[src/rtl/hs4_stage_ctrl.sv]
module hs4_stage_ctrl #(
  parameter int WIDTH = 8,
  parameter int DELAY = 4
) (
  input  logic             clk,
  input  logic             rst_n,
  input  logic             req_in,
  output logic             ack_in,
  input  logic [WIDTH-1:0] din,
  output logic             start,
  output logic             done,
  output logic             req_out,
  input  logic             ack_out,
  output logic [WIDTH-1:0] dout,
  output logic             proto_err
);
  localparam int CW = $clog2(DELAY + 1);
  localparam logic [CW-1:0] LOAD = CW'(DELAY - 1);

  typedef enum logic [2:0] {
    S_IDLE, S_CALC, S_HOLD, S_WAIT_AO, S_WAIT_RI, S_DRAIN, S_DROP, S_WAIT_AL
  } st_t;

  st_t             st;
  logic [CW-1:0]   cnt;
  logic [WIDTH-1:0] opnd;
  logic            req_in_q, ack_out_q;
  logic            bad_edge;

  assign bad_edge = ( req_in_q & ~req_in  & ~ack_in ) |
                    (~req_in_q &  req_in  &  ack_in ) |
                    (~ack_out_q & ack_out & ~req_out) |
                    ( ack_out_q & ~ack_out & req_out);

  always_ff @(posedge clk) begin
    if (!rst_n) begin
      req_in_q  <= 1'b0;
      ack_out_q <= 1'b0;
      proto_err <= 1'b0;
    end else begin
      req_in_q  <= req_in;
      ack_out_q <= ack_out;
      proto_err <= proto_err | bad_edge;
    end
  end

  always_ff @(posedge clk) begin
    if (!rst_n) begin
      st      <= S_IDLE;
      cnt     <= '0;
      opnd    <= '0;
      dout    <= '0;
      start   <= 1'b0;
      done    <= 1'b0;
      req_out <= 1'b0;
      ack_in  <= 1'b0;
    end else begin
      case (st)
        S_IDLE:
          if (req_in) begin
            start <= 1'b1;
            cnt   <= LOAD;
            opnd  <= din;
            st    <= S_CALC;
          end
        S_CALC:
          if (cnt == '0) begin
            done <= 1'b1;
            dout <= opnd + 1'b1;
            st   <= S_HOLD;
          end else begin
            cnt <= cnt - 1'b1;
          end
        S_HOLD: begin
          req_out <= 1'b1;
          st      <= S_WAIT_AO;
        end
        S_WAIT_AO:
          if (ack_out) begin
            ack_in <= 1'b1;
            st     <= S_WAIT_RI;
          end
        S_WAIT_RI:
          if (!req_in) begin
            start <= 1'b0;
            cnt   <= LOAD;
            st    <= S_DRAIN;
          end
        S_DRAIN:
          if (cnt == '0) begin
            done <= 1'b0;
            st   <= S_DROP;
          end else begin
            cnt <= cnt - 1'b1;
          end
        S_DROP: begin
          req_out <= 1'b0;
          st      <= S_WAIT_AL;
        end
        S_WAIT_AL:
          if (!ack_out) begin
            ack_in <= 1'b0;
            st     <= S_IDLE;
          end
        default: st <= S_IDLE;
      endcase
    end
  end

  logic [CW-1:0] win;
  always_ff @(posedge clk) begin
    if (!rst_n)            win <= '0;
    else if (start != done) win <= win + 1'b1;
    else                    win <= '0;
  end

  p_start_after_req_r2: assert property (@(posedge clk) disable iff (!rst_n)
    $rose(start) |-> $past(req_in) && !ack_in);
  p_done_rise_window_r3: assert property (@(posedge clk) disable iff (!rst_n)
    $rose(done) |-> start && win == CW'(DELAY));
  p_done_fall_window_r3: assert property (@(posedge clk) disable iff (!rst_n)
    $fell(done) |-> !start && win == CW'(DELAY));
  p_req_out_after_done_r4: assert property (@(posedge clk) disable iff (!rst_n)
    $rose(req_out) |-> done && $past(done));
  p_ack_in_after_ack_out_r5: assert property (@(posedge clk) disable iff (!rst_n)
    $rose(ack_in) |-> $past(ack_out) && req_out);
  p_start_fall_r6: assert property (@(posedge clk) disable iff (!rst_n)
    $fell(start) |-> !$past(req_in) && ack_in && done);
  p_req_out_fall_r7: assert property (@(posedge clk) disable iff (!rst_n)
    $fell(req_out) |-> !done && !start);
  p_ack_in_fall_r7: assert property (@(posedge clk) disable iff (!rst_n)
    $fell(ack_in) |-> !$past(ack_out) && !req_out);
  p_dout_stable_r8: assert property (@(posedge clk) disable iff (!rst_n)
    (req_out && !ack_out) |-> $stable(dout));
  p_err_sticky_r9: assert property (@(posedge clk) disable iff (!rst_n)
    proto_err |=> proto_err);
endmodule

[config.mk]
export PLATFORM = sky130hd
export DESIGN_NAME = hs4_stage_ctrl
export DESIGN_NICKNAME = d
export VERILOG_FILES = /design/src/rtl/hs4_stage_ctrl.sv
export SDC_FILE = /design/constraint.sdc
export NUM_CORES = 1
export LEC_CHECK = 0
export BUFFER_PORTS_ARGS = -buffer_cell sky130_fd_sc_hd__buf_2
export CAP_MARGIN = 20
export CORE_MARGIN = 5
export CORE_UTILIZATION = 35
export DETAILED_ROUTE_END_ITERATION = 8
export SLEW_MARGIN = 30
export SYNTH_ARGS = -nofsm -noshare
export SYNTH_HDL_FRONTEND = slang
export SYNTH_SLANG_ARGS = --single-unit
[constraint.sdc]
create_clock -name clk -period 3.55 [get_ports clk]
set_clock_uncertainty 0.05 [all_clocks]
set_input_delay 0.1775 -clock clk [delete_from_list [all_inputs] [get_ports clk]]
set_output_delay 0.1775 -clock clk [all_outputs]
set_load 0.03 [all_outputs]
==> results.py <==
metrics = {
    "outcome": {
        "status": "complete, no violations",
    },
    "route": {
        "wl_um": 3050,
        "vias": 1178,
        "firstDrtPassIters": 4,
        "vias_per_cell": 5.24,
        "route.detailed.drc": 0,
        "wl_per_cell_um": 13.6,
        "drtIter0Drc": 57,
        "antenna_left": 0,
    },
    "yosys": {
        "synth.distinct_cells": 38,
        "ys_seq_area_share_pct": 42.8,
        "synth_area_leaders": "dfxtp_1 43%, a21oi_1 5.9%, nand2_1 5.3%",
        "synth_seq_cells": 29,
        "synth_edf_count": 0,
        "synth.most_common_cell": "dfxtp_1",
        "postSynthCellCount": 154,
        "synth_largest_area_cell": "dfxtp_1",
        "synth_nets": 169,
        "syn_area_um2": 1360,
        "postSynthAreaPerCell_um2": 8.80,
        "yosysWarnings": 0,
        "synth_top_area_share_pct": 42.8,
        "ys.flop_type": "dfxtp_1",
        "synthArstFlopShare_pct": 0,
        "synthTopCellsByCount": "29 x dfxtp_1, 19 x nand2_1, 16 x a21oi_1",
    },
    "timing": {
        "timing.final.max_slew_violations": 0,
        "setup_violations": 0,
        "fmaxAchievable_ghz": 0.484,
        "rsz0062_at_grt": "no",
        "fin_ws_ps": 1480,
        "min_period_ps": 2070,
        "slew-limit-headroom_pct": 50.6,
        "finalCritPeriodShare_pct": 58.2,
        "tns_ps": 0,
        "finalHoldViolations": 0,
        "worst-slew-pin-transition_ps": 738,
    },
    "placement": {
        "pre_cts_slack_ps": 1500,
        "portBuffers": 24,
        "place_congestion": 0.794,
        "dp_hpwl_um": 2190,
    },
    "finish": {
        "layout-drive-gt1-share_pct": 19.2,
        "diodes": 0,
        "fin_nets": 192,
        "area_growth_pct": 17.0,
    },
    "floorplanning": {
        "die_h_um": 72.2,
        "pin_count": 25,
        "rows": 22,
        "die_area_um2": 5220,
        "chipWidth_um": 72.2,
        "start_util_pct": 36.5,
        "coreArea_um2": 3720,
    },
    "clocking": {
        "cts_tree": "done",
        "clockBufferDepth": 2,
        "h-tree-depth": 2,
        "clk-insertion-delay-late_ps": 280,
        "cts_sinks": 29,
        "cts_hold_buf": 0,
        "cts_resized": 0,
        "root_buffer": "clkbuf_8",
        "cts_buffers": 5,
        "clk_pin_slew_ps": 60,
        "post_cts_buffers": 0,
    },
    "setup_path": {
        "critPathMaxFanout": 16,
        "end_kind": "register",
        "max_stage_delay_ps": 610,
        "cp_data_arrival_time_ps": 2180,
        "critical_path_class": "register to register",
        "required_ps": 3660,
        "crit_path_top_delay_cell": "dfxtp_1",
        "setup.worst_path.start_class": "register",
        "path_cells": "nand4bb_1 -> nand2b_1 -> o311a_1",
    },
    "global_route": {
        "track_usage_pct": 13.3,
        "grt_max_degree": 20,
        "grt_pass1_vias": 1124,
        "grt.overflow.total": 0,
        "antenna_found_initial": 0,
        "grt_pass1_wl_um": 5320,
    },
    "pwr": {
        "leakage_nw": 0.650,
        "power_density_nw_per_um2": 591,
        "irDropWorstVdd_uv": 190,
    },
    "flow_run": {
        "maxCapViolCount": 0,
    },
    "min_path": {
        "hp-class": "input pin to register",
    },
}
-- critical path, delay by kind of cell, from the launching register on --
family / cells / cell delay, ps
AOI/OAI and AO/OA: 1 / 400
and+or+nand+nor: 2 / 890
DFF: 1 / 610
-- area by class of cell --
class                           count  area [µm²]
Inverter                           10        37.5
Sequential cell                    29         581
Timing Repair Buffer               24         120
Fill cell                         393        2130
Clock buffer                        7        86.3
Multi-Input combinational cell    107         701
Tap cell                           48        60.1
-- report_power, final --
group / switching [W] / internal, W
sequential: 0.0000489 / 0.000373
clock: 0.000113 / 0.000153
combinational: 0.000150 / 0.0000980
total: 0.000312 / 0.000624
-- routing by layer --
metal	share of wire [%]	track usage, %	vias to the layer above	wire (µm)
li1	-	-	600	-
met3	6.9	4.99	6	211
met1	47	16.9	540	1420
met5	0	0	-	0
met4	2.6	7.52	0	80
met2	44	19.1	32	1340
-- registers in the layout, indices dropped and copies added (netlist names) --
| signal | cells |
|---|---|
| proto_err | 1 |
| st | 3 |
| dout | 8 |
| req_in_q | 1 |
| cnt | 3 |
| start | 1 |
| done | 1 |
| req_out | 1 |
| ack_in | 1 |
| ack_out_q | 1 |
| opnd | 8 |
-- cells in the final DEF (no fill, tap or decap), types with 2 or more instances in the layout --
master / n
o211a_1: 4
nand4_1: 3
clkbuf_8: 6
o21bai_1: 5
dfxtp_1: 29
o311a_1: 3
xnor2_1: 4
a21oi_1: 16
o21ai_0: 7
nand2b_1: 2
ha_1: 3
o311ai_0: 2
inv_1: 9
o21a_1: 3
a211oi_1: 2
nor2_1: 2
nor3_1: 6
buf_2: 24
o31ai_1: 2
nand2_1: 19
mux2i_1: 2
nand3_1: 6
and3b_1: 3
-- metrics by stage --
stage	cell area (µm²)	cells	hold WS (ps)	total power (W)	util (%)
floorplan	1360	154	249	0.000610	-
global placement	1500	218	369	0.000668	40.3
detailed placement	1500	218	375	0.000677	40.3
CTS	1590	225	80.6	0.000948	42.7
global route	1590	225	81.9	0.00100	42.7
finish	1590	225	87.2	0.000937	42.7
-- cell families (layout without fill, tap and decap cells) --
logic type      count (synthesis)  in the layout  synth area share, %
fa+ha+maj                       3              3                 2.77
buf+inv                        18             41                 5.45
mux                             2              2                 1.48
compound gates                 47             47                 23.8
simple gates                   50             50                 20.4
xor+xnor                        5              5                 3.23
flops                          29             29                 42.8
-- final timing paths --
check / startpoint / to / slack [ps] / depth (start not counted)
worst max-delay path: st[0] / dout[7] / 1480 / 3
worst min-delay path: din[7] / opnd[7] / 90 / 3
worst max register to register: st[0] / dout[7] / 1480 / 3
worst min register to register: done / done / 410 / 2
(Power assumes the default switching activity.)
